File: config.mk
export PLATFORM = sky130hd
export DESIGN_NAME = marshal_addr_buf
export DESIGN_NICKNAME = d
export VERILOG_FILES = /design/src/rtl/marshal_addr_buf.sv
export SDC_FILE = /design/constraint.sdc
export NUM_CORES = 1
export LEC_CHECK = 0
export BUFFER_PORTS_ARGS = -buffer_cell sky130_fd_sc_hd__buf_2
export CAP_MARGIN = 40
export CORE_MARGIN = 3
export CORE_UTILIZATION = 35
export CTS_CLUSTER_SIZE = 14
export DETAILED_ROUTE_END_ITERATION = 8
export PLACE_DENSITY = 0.54
export REMOVE_ABC_BUFFERS = 1
export SYNTH_ARGS = -nofsm -noshare
export SYNTH_HDL_FRONTEND = slang
export SYNTH_SLANG_ARGS = --single-unit
File: constraint.sdc
create_clock -name clk -period 8.4 [get_ports clk]
set_clock_uncertainty 0.05 [all_clocks]
set_input_delay 1.68 -clock clk [delete_from_list [all_inputs] [get_ports clk]]
set_output_delay 1.68 -clock clk [all_outputs]
set_load 0.005 [all_outputs]
File: src/rtl/marshal_addr_buf.sv
module marshal_addr_buf #(
  parameter int PADDR_W   = 48,
  parameter int BLK_BYTES = 64,
  parameter int DEPTH     = 16,
  parameter int CORE_W    = 6,
  parameter int DROP_W    = 16,
  localparam int OFF_W    = $clog2(BLK_BYTES),
  localparam int BLK_W    = PADDR_W - OFF_W
) (
  input  logic              clk,
  input  logic              rst_n,
  input  logic              st_valid,
  output logic              st_ready,
  input  logic              st_gen,
  input  logic [PADDR_W-1:0] st_addr,
  input  logic              mc_valid,
  output logic              mc_ready,
  input  logic [CORE_W-1:0] mc_core,
  output logic              push_valid,
  input  logic              push_ready,
  output logic [BLK_W-1:0]  push_blk,
  output logic [CORE_W-1:0] push_core,
  output logic [DROP_W-1:0] drop_count
);
  localparam int CNT_W = $clog2(DEPTH + 1);
  localparam int IDX_W = $clog2(DEPTH);

  logic [BLK_W-1:0]  ent [DEPTH];
  logic [CNT_W-1:0]  cnt;
  logic              busy;
  logic [CORE_W-1:0] dest;
  logic              hit;

  wire st_fire = st_valid & st_ready;
  wire mc_fire = mc_valid & mc_ready;
  wire pop     = push_valid & push_ready;
  wire full    = (cnt == CNT_W'(DEPTH));
  wire [BLK_W-1:0] st_blk = st_addr[PADDR_W-1:OFF_W];
  wire rec = st_fire & st_gen & ~hit & ~full;
  wire drp = st_fire & st_gen & ~hit & full;

  assign st_ready   = ~busy;
  assign mc_ready   = ~busy;
  assign push_valid = busy;
  assign push_blk   = ent[0];
  assign push_core  = dest;

  always_comb begin
    hit = 1'b0;
    for (int i = 0; i < DEPTH; i++)
      if (CNT_W'(i) < cnt && ent[i] == st_blk) hit = 1'b1;
  end

  always_ff @(posedge clk) begin
    if (!rst_n) begin
      cnt        <= '0;
      busy       <= 1'b0;
      dest       <= '0;
      drop_count <= '0;
      for (int i = 0; i < DEPTH; i++) ent[i] <= '0;
    end else begin
      if (rec) begin
        ent[cnt[IDX_W-1:0]] <= st_blk;
        cnt <= cnt + 1'b1;
      end
      if (drp && drop_count != '1) drop_count <= drop_count + 1'b1;
      if (mc_fire) begin
        dest <= mc_core;
        busy <= (cnt != '0) || rec;
      end
      if (pop) begin
        for (int i = 0; i < DEPTH - 1; i++) ent[i] <= ent[i+1];
        cnt <= cnt - 1'b1;
        if (cnt == CNT_W'(1)) busy <= 1'b0;
      end
    end
  end

  assert_no_overflow_R5: assert property (@(posedge clk) disable iff (!rst_n)
    cnt <= CNT_W'(DEPTH));

  assert_drop_hold_R5: assert property (@(posedge clk) disable iff (!rst_n)
    !(st_fire && st_gen && full) |=> $stable(drop_count));

  assert_push_hold_R7: assert property (@(posedge clk) disable iff (!rst_n)
    push_valid && !push_ready |=> push_valid && $stable(push_blk) && $stable(push_core));

  assert_dest_fixed_R6: assert property (@(posedge clk) disable iff (!rst_n)
    push_valid && $past(push_valid) |-> $stable(push_core));

  assert_empty_after_drain_R8: assert property (@(posedge clk) disable iff (!rst_n)
    $fell(busy) |-> cnt == '0);
endmodule

==> results of run 1 <==
how the worst max path moves through the flow:
stage | start | end | slack (ns)
finish | st_addr[41] | ent[13][20]$_DFFE_PP_ | 2.16
global route | st_addr[30] | ent[13][20]$_DFFE_PP_ | 2.03
CTS | st_addr[21] | ent[13][7]$_DFFE_PP_ | 2.18
detailed placement | st_addr[21] | ent[13][20]$_DFFE_PP_ | 1.50
global placement | st_addr[44] | ent[0][15]$_DFFE_PP_ | 1.23
floorplan | st_addr[20] | ent[12][0]$_DFFE_PP_ | -1.44
power breakdown:
| group | switching [W] | internal [W] | total, W | leakage (nW) |
|---|---|---|---|---|
| Combinational | 0.00107 | 0.000545 | 0.00162 | 6.69 |
| Clock | 0.00146 | 0.00180 | 0.00326 | 1.15 |
| Sequential | 0.000388 | 0.00436 | 0.00475 | 7.23 |
| Total | 0.00292 | 0.00671 | 0.00963 | 15.1 |
final cells by class:
class                           instances  share of cell area (%)
Timing Repair Buffer                  253                    4.32
Clock buffer                           93                    4.89
Multi-Input combinational cell       2025                    37.3
Clock inverter                         46                   0.558
Tap cell                             1403                    4.10
Sequential cell                       700                    48.4
Inverter                               49                   0.429
per-stage QoR:
step	util, %	setup slack, ns
2_1_floorplan	-	-1.44
3_3_place_gp	37.2	1.23
3_5_place_dp	37.5	1.50
4_1_cts	39.6	2.18
5_1_grt	39.6	2.03
6_report	39.6	2.16
routing by layer:
layer | up-vias | wire, um | global-route usage, %
li1 | 11750 | - | -
met1 | 13509 | 55600 | 30.2
met2 | 1002 | 63300 | 37.6
met3 | 181 | 7640 | 2.92
met4 | 2 | 4220 | 7.09
met5 | - | 12 | 0
cells in the final DEF (no fill, tap or decap), drive strengths merged, types with 26 or more instances in the layout:
cell    instances
edfxtp        672
xor2          496
nand2         277
a32o          252
buf           251
mux2i         223
xnor2         171
nor4          171
a22o          170
clkbuf         94
nand4          69
inv            50
clkinv         44
nand3          30
dfxtp          28
nor2           28
nor3           26
worst register-to-register path, stage by stage, from the launching register on:
cell	delay, ns
dfxtp_1	0.85
nand2_2	0.08
buf_4	0.37
nor4_1	0.71
nor4_1	0.15
nand3_1	0.19
nand4_1	0.28
or2_4	0.35
or2_2	0.49
nor2_4	0.63
buf_12	0.37
a21o_1	0.17
buf_4	0.50
registers in the layout (all words and copies together) (netlist names):
signal and flops:
cnt 5, drop_count 16, ent 672, push_core 6, push_valid 1
cells by family (layout without fill, tap and decap cells):
logic type	count (synthesis)	count (layout)	synth area share, %
buf+inv	376	441	4.61
fa+ha+maj	6	6	0.195
mux	223	223	5.81
flops	700	700	53.9
xor+xnor	667	667	15.2
compound gates	471	471	11.4
simple gates	658	658	8.86
==> flow_summary.ini, run 1 <==
[clock_network]
cts-buffers-inserted = 81
postCtsSetupBuffers = 0
tritoncts_clock_tree = built
post_cts_resized = 0
hold_fix_buffers_at_cts = 0
clock_tree.htree_level_count = 3
cts_root_buf = clkbuf_16
clock_tree.buffer_depth = 3
clock_insertion_delay_worst_skew_ns = 0.64
clock_pin_slew_on_the_worst_setup_and_hold_paths_ns = 0.06
numClockSinks = 700

[worst_setup_path]
worstSetupPathType = in -> reg
worst-endpoint-required_ns = 8.63
cpPeakStageDelay_ns = 0.66
cp.arrival_ns = 6.47
cp_num_cells = 13
reg2reg_depth = 12
start_kind = input pin
timing.critical_path.cells = buf_2, buf_4, xor2_1, nor4_1, nand4_1, nor3_1, or4_4, or2_4, or2_2, buf_4, nor3b_2, or2_2, buf_4
worst-path-buf-inv = 4
path_common_cell = buf_4
critical_path.reg2reg.endpoint = ent[5][39]$_DFFE_PP_
slowest_cell_on_the_critical_path = buf_4
timing.rr.start = cnt[2]$_SDFFE_PN0P_
critical-path-top-delay-family = simple AND/OR/NAND/NOR gates
critical_path_peak_fanout = 46
setup.reg_to_reg.worst_slack_ns = 2.78
nature_of_the_critical_path_endpoint = flop

[synth]
synth_sequential_area_ratio_pct = 53.9
syn_area_sq_mm = 0.0384
synth_cells = 3101
yosysMostFrequentCell = edfxtp_1
yosys.area.top_type_share_pct = 52.5
synth_edf_count = 672
synth_top_cell_by_area = edfxtp_1
ys_async_sr_fraction_pct = 0
synth.top_cells.by_count = 672 x edfxtp_1, 496 x xor2_1, 277 x nand2_1
synth_top_cells_by_area = edfxtp_1 52%, xor2_1 11%, a32o_1 6.6%, mux2i_1 5.8%, xnor2_1 3.9%
postSynth.topFlopCell = edfxtp_1
yosys_register_bits = 700
synthDistinctLibCells = 59
post_synth.cell_area_avg_sq_um = 12.4
yosysWarningCount = 0

[place]
placed_area_sq_mm = 0.0405
detailedPlacementHpwl_um = 89500
routabilityCongestion = 0.836
dp_cells = 4429
placement.io_buffers = 120

[cells_and_area]
multi_input_area_sq_mm = 0.0160
layoutNonFillerInstCount = 4569
nNetsFinal = 3176
final_layout_size_suffix_gt1_share_pct = 12.2
fillerInstances = 10387
stdcell_area_sq_mm = 0.0428
layout-area-overhead-vs-synth_pct = 11.4
area.sequential_sq_mm = 0.0207
num_antenna_cells = 0

[detailed_routing]
via_count = 26444
route.antenna.remaining_nets = 0
drt_wl_total_um = 131000
wire_per_inst_um = 28.6
post-route-drc-count = 0
dr_vias_cell = 5.79
detail_route.first_pass.iterations = 6
detailedRoute.firstIterationViolations = 3034

[hold_path]
hold_path.startpoint = drop_count[15]$_SDFFE_PN0P_
hp-class = reg -> reg
hold-path-endpoint = drop_count[15]$_SDFFE_PN0P_
cell_count_of_the_worst_hold_path = 2

[global_routing]
grt_max_degree = 173
via_count_of_the_first_global_routing_pass = 25971
grt_util_all_layers_pct = 22.5
grt_antenna_before_repair = 2
grt_first_pass_wirelength_um = 187000
grt_overflow_total = 0

[timing]
slew_viol_final = 0
fmaxAchievable_mhz = 160
finalCriticalPeriod_ns = 6.24
min_period_over_period_pct = 74.3
slew_at_the_pin_with_the_worst_max_slew_slack_ns = 0.921
count_of_endpoints_failing_hold_in_the_final_timing_report = 0
min_hold_slack_ns = 0.434
total_negative_setup_slacks_ns = 0
setup_viol_count_final = 0
slew_headroom_pct = 38.6
rsz_0062_raised_after_global_routing = false

[power]
powerDensity_mw_per_mm2 = 225
cellLeakagePower_nw = 15.1
design_power_total_w = 0.00963
peakVddDrop_mv = 0.173

[floorplanning]
initial_core_util_pct = 35.6
die-area_sq_mm = 0.114
io-pin-count = 127
rows = 120
die-height_um = 337
floorplan.die.width_um = 337
placeableCoreArea_sq_mm = 0.108

[outcome]
run_status = completed

[job]
drv.max_cap_violation_count = 0
Note: power is estimated with default switching activity, not from simulation.
==> inputs of run 2 (changes only) <==
clock period = 5.9 ns   (was 8.4 ns; I/O delays follow)
==> flow_summary.ini, run 2 (synthesis results as in run 1) <==
[cells_and_area]
final_layout_size_suffix_gt1_share_pct = 14.6
largest_register_ff_count = 672
area.sequential_sq_mm = 0.0207
layout-area-overhead-vs-synth_pct = 15.0
most_common_cell_after_layout_fill_and_taps_aside = edfxtp_1
nNetsFinal = 3251
register_with_the_most_flip_flops = ent
fillerInstances = 10195
final_cell_mix = 672 x edfxtp_1, 496 x xor2_1, 275 x nand2_1
multi_input_area_sq_mm = 0.0160
num_antenna_cells = 0

[global_routing]
grt_first_pass_wirelength_um = 192000
grt_max_degree = 97
via_count_of_the_first_global_routing_pass = 26542
grt_antenna_before_repair = 2
grt_util_all_layers_pct = 23.0
grt_overflow_total = 0

[clock_network]
postCtsSetupBuffers = 0
cts-buffers-inserted = 82
post_cts_resized = 0
clock_tree.buffer_depth = 3
cts_root_buf = clkbuf_16
tritoncts_clock_tree = built
hold_fix_buffers_at_cts = 0
clock_insertion_delay_worst_skew_ns = 0.67
clock_tree.htree_level_count = 3
clock_pin_slew_on_the_worst_setup_and_hold_paths_ns = 0.06
numClockSinks = 700

[place]
detailedPlacementHpwl_um = 93700
placement.io_buffers = 120
routabilityCongestion = 0.853

[hold_path]
hold-path-endpoint = drop_count[15]$_SDFFE_PN0P_
hp-class = reg -> reg
hold_path.startpoint = drop_count[15]$_SDFFE_PN0P_
cell_count_of_the_worst_hold_path = 2

[worst_setup_path]
cp.arrival_ns = 5.14
cpPeakStageDelay_ns = 0.71
worstSetupPathType = in -> reg
timing.rr.start = cnt[2]$_SDFFE_PN0P_
timing.critical_path.cells = buf_2, xor2_1, nor4_1, nand3_1, nor4_1, buf_4, a311oi_1, nand3_1, or2_2, nor3_2, buf_4, mux2i_1
setup.reg_to_reg.worst_slack_ns = 1.39
slowest_cell_on_the_critical_path = a311oi_1
critical_path_peak_fanout = 42
critical-path-top-delay-family = simple AND/OR/NAND/NOR gates
worst_setup_path_startpoint = st_addr[25]
nature_of_the_critical_path_endpoint = flop
start_kind = input pin
reg2reg_depth = 10
worst-path-buf-inv = 3
worst-endpoint-required_ns = 6.21
critical_path.reg2reg.endpoint = ent[14][2]$_DFFE_PP_

[floorplanning]
placeableCoreArea_sq_mm = 0.108
rows = 120
io-pin-count = 127
die-height_um = 337
initial_core_util_pct = 35.6
die-area_sq_mm = 0.114
floorplan.die.width_um = 337

[timing]
setup_viol_count_final = 0
finalCriticalPeriod_ns = 4.83
slew_viol_final = 0
count_of_endpoints_failing_hold_in_the_final_timing_report = 0
min_hold_slack_ns = 0.445
fmaxAchievable_mhz = 207
slew_at_the_pin_with_the_worst_max_slew_slack_ns = 0.900
rsz_0062_raised_after_global_routing = false
slew_headroom_pct = 40.0
min_period_over_period_pct = 81.9
total_negative_setup_slacks_ns = 0

[detailed_routing]
post-route-drc-count = 0
detail_route.first_pass.iterations = 6
drt_wl_total_um = 133000
wire_per_inst_um = 28.6
via_count = 26897
detailedRoute.firstIterationViolations = 2931
dr_vias_cell = 5.78
route.antenna.remaining_nets = 0

[power]
powerDensity_mw_per_mm2 = 322
peakVddDrop_mv = 0.201
cellLeakagePower_nw = 15.7

[job]
drv.max_cap_violation_count = 0

[outcome]
run_status = completed
[run 2: routing by layer]
layer / GRT usage [%] / up-vias / wire length, um
met5: 0 / - / 13
met4: 5.98 / 2 / 3540
met3: 3.09 / 185 / 7890
met2: 39.2 / 1047 / 65500
met1: 30.8 / 13770 / 56400
li1: - / 11893 / -
[run 2: cell type report]
class	instances	area share [%]
Sequential cell	700	46.9
Multi-Input combinational cell	2025	36.1
Timing Repair Buffer	327	6.64
Clock buffer	109	5.01
Tap cell	1403	3.97
Clock inverter	40	0.917
Inverter	49	0.416
[run 2: through the flow]
step	util, %	std cells	power (W)	instance area (sq um)	worst slack [ns]
2_1_floorplan	-	2774	0.00794	36900	-3.44
6_report	40.9	4653	0.0142	44200	1.07
3_3_place_gp	38.4	4501	0.00926	41500	0.474
4_1_cts	40.9	4653	0.0143	44200	1.09
3_5_place_dp	38.5	4504	0.00926	41600	0.366
5_1_grt	40.9	4653	0.0147	44200	0.942
[run 2: worst max path at each step]
| stage | slack (ns) | endpoint | cells after the start |
|---|---|---|---|
| 2_1_floorplan | -3.44 | ent[12][0]$_DFFE_PP_ | 9 |
| 4_1_cts | 1.09 | ent[14][40]$_DFFE_PP_ | 12 |
| 6_report | 1.07 | ent[14][2]$_DFFE_PP_ | 12 |
| 3_5_place_dp | 0.37 | ent[14][40]$_DFFE_PP_ | 12 |
| 3_3_place_gp | 0.47 | ent[14][11]$_DFFE_PP_ | 12 |
| 5_1_grt | 0.94 | ent[14][37]$_DFFE_PP_ | 12 |
[run 2: report_power, final]
group	internal, W	switching [W]
sequential	0.00620	0.000543
clock	0.00288	0.00219
combinational	0.000865	0.00157
total	0.00995	0.00430
[run 2: tightest hold or removal path: stages, from the launching register on]
cell	delay, ns
dfxtp_1	0.33
nand2_1	0.06
mux2i_1	0.05
